==> config.mk <==
export PLATFORM = sky130hd
export DESIGN_NAME = irq_src_cell
export DESIGN_NICKNAME = d
export VERILOG_FILES = /design/src/rtl/irq_cell_pkg.sv /design/src/rtl/irq_cmd_dec.sv /design/src/rtl/irq_flag_reg.sv /design/src/rtl/irq_chain.sv /design/src/rtl/irq_vec_out.sv /design/src/rtl/irq_src_cell.sv
export SDC_FILE = /design/constraint.sdc
export NUM_CORES = 1
export LEC_CHECK = 0
export BUFFER_PORTS_ARGS = -buffer_cell sky130_fd_sc_hd__buf_2
export CAP_MARGIN = 25
export CORE_MARGIN = 4
export CORE_UTILIZATION = 42
export CTS_BUF_LIST = sky130_fd_sc_hd__clkbuf_2
export CTS_CLUSTER_SIZE = 25
export DETAILED_ROUTE_END_ITERATION = 8
export PLACE_DENSITY = 0.85
export SYNTH_ARGS = -nofsm -noshare
export SYNTH_HDL_FRONTEND = slang
export SYNTH_SLANG_ARGS = --single-unit
==> constraint.sdc <==
create_clock -name clk -period 4.04 [get_ports clk]
set_clock_uncertainty 0.15 [all_clocks]
set_input_delay 0.404 -clock clk [delete_from_list [all_inputs] [get_ports clk]]
set_output_delay 0.404 -clock clk [all_outputs]
set_load 0.02 [all_outputs]
==> src/rtl/irq_cell_pkg.sv <==
package irq_cell_pkg;
  localparam int BYTE_W  = 8;
  localparam int CODE_HI = 7;
  localparam int CODE_LO = 5;
  localparam int CODE_W  = CODE_HI - CODE_LO + 1;

  typedef enum logic [CODE_W-1:0] {
    OP_NOP       = 3'd0,
    OP_CLR_BOTH  = 3'd1,
    OP_SET_SVC   = 3'd2,
    OP_CLR_SVC   = 3'd3,
    OP_SET_PEND  = 3'd4,
    OP_CLR_PEND  = 3'd5,
    OP_SET_EN    = 3'd6,
    OP_CLR_EN    = 3'd7
  } irq_op_e;

  typedef struct packed {
    logic svc;
    logic en;
    logic pend;
    logic err;
  } irq_flags_t;

  typedef struct packed {
    logic set_pend;
    logic clr_pend;
    logic set_svc;
    logic clr_svc;
    logic set_en;
    logic clr_en;
  } irq_strobe_t;

  function automatic logic [BYTE_W-1:0] f_status(irq_flags_t f);
    return {f.svc, f.en, f.pend, f.err, {(BYTE_W-4){1'b0}}};
  endfunction

  function automatic logic [BYTE_W-1:0] f_vector(logic [BYTE_W-1:0] base,
                                                 logic vis, irq_flags_t f);
    if (vis) return {base[BYTE_W-1:4], f.err, f.en, f.pend, base[0]};
    return base;
  endfunction
endpackage

==> src/rtl/irq_cmd_dec.sv <==
module irq_cmd_dec
  import irq_cell_pkg::*;
(
  input  logic              wr_i,
  input  logic [BYTE_W-1:0] byte_i,
  output irq_strobe_t       stb_o
);
  irq_op_e op;
  assign op = irq_op_e'(byte_i[CODE_HI:CODE_LO]);

  always_comb begin
    stb_o = '0;
    if (wr_i) begin
      case (op)
        OP_CLR_BOTH: begin stb_o.clr_pend = 1'b1; stb_o.clr_svc = 1'b1; end
        OP_SET_SVC:  stb_o.set_svc  = 1'b1;
        OP_CLR_SVC:  stb_o.clr_svc  = 1'b1;
        OP_SET_PEND: stb_o.set_pend = 1'b1;
        OP_CLR_PEND: stb_o.clr_pend = 1'b1;
        OP_SET_EN:   stb_o.set_en   = 1'b1;
        OP_CLR_EN:   stb_o.clr_en   = 1'b1;
        default:     stb_o = '0;
      endcase
    end
  end
endmodule

==> src/rtl/irq_flag_reg.sv <==
module irq_flag_reg
  import irq_cell_pkg::*;
(
  input  logic        clk,
  input  logic        rst_n,
  input  logic        soft_rst_i,
  input  irq_strobe_t stb_i,
  input  logic        event_i,
  input  logic        ack_i,
  output irq_flags_t  flags_o
);
  irq_flags_t nxt;
  logic       overrun;

  assign overrun = event_i & flags_o.pend;

  always_comb begin
    nxt = flags_o;
    if (stb_i.clr_pend) begin
      nxt.pend = 1'b0;
      nxt.err  = 1'b0;
    end else begin
      nxt.pend = flags_o.pend | stb_i.set_pend | event_i;
      nxt.err  = flags_o.err | overrun;
    end
    if (stb_i.clr_svc)      nxt.svc = 1'b0;
    else if (stb_i.set_svc) nxt.svc = 1'b1;
    if (ack_i)              nxt.svc = 1'b1;
    if (stb_i.clr_en)       nxt.en  = 1'b0;
    else if (stb_i.set_en)  nxt.en  = 1'b1;
  end

  always_ff @(posedge clk or negedge rst_n) begin
    if (!rst_n)          flags_o <= '0;
    else if (soft_rst_i) flags_o <= '0;
    else                 flags_o <= nxt;
  end
endmodule

==> src/rtl/irq_chain.sv <==
module irq_chain
  import irq_cell_pkg::*;
(
  input  irq_flags_t flags_i,
  input  logic       mie_i,
  input  logic       iei_i,
  output logic       irq_o,
  output logic       ieo_o
);
  logic armed;
  assign armed = flags_i.pend & flags_i.en & mie_i;
  assign irq_o = armed & ~flags_i.svc & iei_i;
  assign ieo_o = iei_i & ~flags_i.svc & ~armed;
endmodule

==> src/rtl/irq_vec_out.sv <==
module irq_vec_out
  import irq_cell_pkg::*;
(
  input  logic              clk,
  input  logic              rst_n,
  input  logic              soft_rst_i,
  input  logic              ack_i,
  input  logic              no_vec_i,
  input  logic              vis_i,
  input  logic [BYTE_W-1:0] base_i,
  input  irq_flags_t        flags_i,
  output logic [BYTE_W-1:0] vec_o,
  output logic              valid_o
);
  logic give;
  assign give = ack_i & ~no_vec_i & ~soft_rst_i;

  always_ff @(posedge clk or negedge rst_n) begin
    if (!rst_n) begin
      vec_o   <= '0;
      valid_o <= 1'b0;
    end else if (give) begin
      vec_o   <= f_vector(base_i, vis_i, flags_i);
      valid_o <= 1'b1;
    end else begin
      vec_o   <= '0;
      valid_o <= 1'b0;
    end
  end
endmodule

==> src/rtl/irq_src_cell.sv <==
module irq_src_cell
  import irq_cell_pkg::*;
(
  input  logic       clk,
  input  logic       rst_n,
  input  logic       soft_rst_i,
  input  logic       cmd_wr_i,
  input  logic [7:0] cmd_i,
  input  logic       event_i,
  input  logic       mie_i,
  input  logic       no_vec_i,
  input  logic       vis_i,
  input  logic [7:0] vec_base_i,
  input  logic       iei_i,
  input  logic       inta_i,
  output logic       irq_o,
  output logic       ieo_o,
  output logic [7:0] vec_o,
  output logic       vec_valid_o,
  output logic [7:0] status_o
);
  irq_strobe_t stb;
  irq_flags_t  flags;
  logic        ack_ok;

  assign ack_ok   = inta_i & irq_o;
  assign status_o = f_status(flags);

  irq_cmd_dec u_dec (
    .wr_i   (cmd_wr_i),
    .byte_i (cmd_i),
    .stb_o  (stb)
  );

  irq_flag_reg u_flags (
    .clk        (clk),
    .rst_n      (rst_n),
    .soft_rst_i (soft_rst_i),
    .stb_i      (stb),
    .event_i    (event_i),
    .ack_i      (ack_ok),
    .flags_o    (flags)
  );

  irq_chain u_chain (
    .flags_i (flags),
    .mie_i   (mie_i),
    .iei_i   (iei_i),
    .irq_o   (irq_o),
    .ieo_o   (ieo_o)
  );

  irq_vec_out u_vec (
    .clk        (clk),
    .rst_n      (rst_n),
    .soft_rst_i (soft_rst_i),
    .ack_i      (ack_ok),
    .no_vec_i   (no_vec_i),
    .vis_i      (vis_i),
    .base_i     (vec_base_i),
    .flags_i    (flags),
    .vec_o      (vec_o),
    .valid_o    (vec_valid_o)
  );
endmodule

==> flow_metrics.py <==
metrics = {
    "run_status": {
        "status": "complete, no violations",
    },
    "timing": {
        "setup_viol": 0,
        "rsz0062_at_grt": "false",
        "drv_slew": 0,
        "timing.hold.ws_ns": 0.194,
        "finalSetupTns_ns": 0,
        "period_needed_ns": 1.66,
        "final-hold-violation-count": 0,
        "min_period_over_period": 0.412,
        "final.setup.worst_slack_ns": 2.38,
        "fmax_ghz": 0.601,
    },
    "clock_network": {
        "numCtsBuffers": 3,
        "clkTransAtPathRegs_ns": 0.12,
        "cts-root-buf": "clkbuf_2",
        "post-cts-setup-buffers": 0,
        "htreeDepth": 1,
        "clk_path_buf_depth": 2,
        "clock-sinks": 13,
        "ctsResizeCount": 0,
        "cts_tree": "yes",
        "clock_latency_ns": 0.25,
    },
    "critical_path": {
        "cp-startpoint": "u_flags.flags_o[2]",
        "startpoint_type": "register",
        "crit_path_max_incr_delay_ns": 0.44,
        "critPathRequiredTime_ns": 3.49,
        "r2r_end": "u_vec.vec_o[0]",
        "critical_path_arrival_ns": 1.11,
        "crit_path_cell_trace": "nand3_2 -> nor2b_1 -> buf_2",
        "endpoint": "ieo_o",
        "r2r_setup_slack_ns": 2.49,
        "reg2reg_from": "u_flags.flags_o[3]",
        "cpMaxStageDelayCell": "dfrtp_1",
        "critPathCaptureType": "output port",
        "critical_path_class": "register to output port",
        "critical_path_peak_fanout": 4,
        "r2r_cells": 4,
    },
    "place": {
        "post-place-ws_ns": 2.45,
        "gp_congestion": 0.801,
        "hpwl_mm": 1.09,
        "io_buffers": 35,
        "dp_cells": 98,
    },
    "route": {
        "drt_iter0_markers": 3,
        "wirelength_mm": 1.27,
        "routedWlPerCell_um": 12.3,
        "ant_nets": 0,
        "dr.pass1.iters": 3,
        "vias_per_cell": 4.63,
        "drc": 0,
        "vias": 477,
    },
    "pwr": {
        "leakage_nw": 0.462,
        "comb_power_share": 0.154,
        "netSwitchingPower_uw": 60.9,
        "pwr-share-seq": 0.573,
        "clkPwrFrac": 0.273,
        "switching_share": 0.259,
        "intPower_uw": 174,
        "p_per_area_nw_per_um2": 302,
        "ir_worst_vdd_uv": 181,
    },
    "yosys": {
        "yosysUniqueCellTypes": 19,
        "syn_inst": 49,
        "synth-seq-cells": 13,
        "seq_area_frac_synth": 0.569,
        "ys_warn_count": 0,
        "avgSynthCellArea_sq_um": 11.7,
        "netlist_area_sq_um": 572,
    },
    "die": {
        "ios": 45,
        "die_w_um": 44.9,
        "dieArea_sq_um": 2020,
        "placementRows": 13,
        "die_h_um": 44.9,
        "initial_utilization": 0.445,
        "core_area_sq_um": 1280,
    },
    "cells_and_area": {
        "area_growth_pct": 35.9,
        "fin_cells": 103,
        "n_antenna_cell": 0,
        "nFillCells": 117,
        "layout.nets": 115,
        "drive_gt1_frac": 0.500,
    },
    "global_route": {
        "grt_usage": 0.141,
        "overflow": 0,
        "antenna_found_initial": 0,
        "first_global_vias": 505,
        "grt_first_pass_wirelength_mm": 2.00,
        "grt_max_degree": 14,
    },
    "job": {
        "maxCapViolCount": 0,
    },
    "min_path": {
        "hold_path_class": "input port to register",
    },
}
-- kinds of logic (layout without fill, tap and decap cells) --
logic type | after synthesis | count (layout) | synth area share
compound gates | 7 | 7 | 0.0897
buf+inv | 7 | 43 | 0.0744
flops | 13 | 13 | 0.569
mux | 4 | 4 | 0.0700
other cells | 1 | 4 | 0.00656
simple gates | 17 | 17 | 0.190
-- synth_stat cells (all sizes together) --
cell type / n / area (sq um)
a211oi: 3 / 22.5
a21oi: 1 / 5.00
a31o: 1 / 8.76
a31oi: 1 / 6.26
and2: 5 / 31.3
buf: 4 / 30.0
clkinv: 1 / 5.00
conb: 1 / 3.75
dfrtp: 13 / 325
inv: 2 / 7.51
mux2i: 4 / 40.0
nand2b: 2 / 20.0
nand3: 2 / 15.0
nor2: 5 / 18.8
nor2b: 2 / 12.5
o32ai: 1 / 8.76
or4: 1 / 11.3
-- worst max-delay path: cells and delay by family (launching register included) --
kind                   cells  cell delay (ns)
flip-flops                 1             0.44
buffers and inverters      1             0.15
AND/OR/NAND/NOR            2             0.27
-- per-stage QoR --
stage | total power, mW | util | area (sq um)
4_1_cts | 0.239 | 0.605 | 777
6_report | 0.235 | 0.605 | 777
5_1_grt | 0.249 | 0.605 | 777
3_5_place_dp | 0.173 | 0.581 | 747
2_1_floorplan | 0.156 | - | 583
3_3_place_gp | 0.171 | 0.581 | 747
-- area by class of cell --
| class | instances | area, sq um | area share |
|---|---|---|---|
| Sequential cell | 13 | 325 | 0.419 |
| Clock buffer | 4 | 20.0 | 0.0258 |
| Inverter | 3 | 12.5 | 0.0161 |
| Multi-Input combinational cell | 32 | 215 | 0.277 |
| Timing Repair Buffer | 36 | 185 | 0.238 |
| Tap cell | 15 | 18.8 | 0.0242 |
-- registers in the layout, indices dropped and copies added, names as in the netlist --
signal / cells
u_vec.valid_o: 1
u_vec.vec_o: 8
u_flags.flags_o: 4
-- power by group through the flow --
| stage | logic [mW] | clock network [mW] | registers [mW] |
|---|---|---|---|
| 2_1_floorplan | 0.0168 | 0 | 0.140 |
| 3_3_place_gp | 0.0344 | 0 | 0.137 |
| 3_5_place_dp | 0.0358 | 0 | 0.137 |
| 4_1_cts | 0.0366 | 0.0673 | 0.135 |
| 5_1_grt | 0.0398 | 0.0740 | 0.135 |
| 6_report | 0.0361 | 0.0642 | 0.135 |
-- worst min-delay path by stage --
stage	startpoint	to	slack [ns]	depth (start not counted)
floorplan	rst_n	u_flags.flags_o[0]	-0.04	0
global placement	rst_n	u_vec.vec_o[0]	0.14	1
detailed placement	rst_n	u_vec.vec_o[5]	0.15	1
CTS	vec_base_i[5]	u_vec.vec_o[5]	0.18	2
global route	soft_rst_i	u_flags.flags_o[2]	0.18	2
finish	vec_base_i[5]	u_vec.vec_o[5]	0.19	2
-- what timing repair did --
item                                   CTS  global route
endpoints found under the hold margin   13             0
setup endpoints to repair                0             0
hold buffers                             1             0
-- placed cells by master, fill, tap and decap left out --
cell           Yosys  routed
nor2b_1            2       2
a211oi_1           3       3
a21oi_1            1       1
mux2i_1            4       4
and2_1             5       5
conb_1             1       4
nor2_1             5       5
nand2b_4           1       1
clkbuf_2           0       4
clkinv_2           1       1
or4_4              1       1
buf_2              0      35
nand3_1            1       1
a31o_2             1       1
a31oi_1            1       1
dfrtp_1           13      13
nand2b_1           1       1
o32ai_1            1       1
nand3_2            1       1
inv_1              2       2
dlygate4sd3_1      0       1
-- metal layers --
layer | global-route usage | wire [um] | vias to the layer above
met5 | 0 | 0 | -
met4 | 0.0877 | 23 | 0
met3 | 0.0239 | 109 | 2
met2 | 0.261 | 687 | 22
met1 | 0.144 | 448 | 217
li1 | - | - | 236
(Power assumes the default switching activity.)
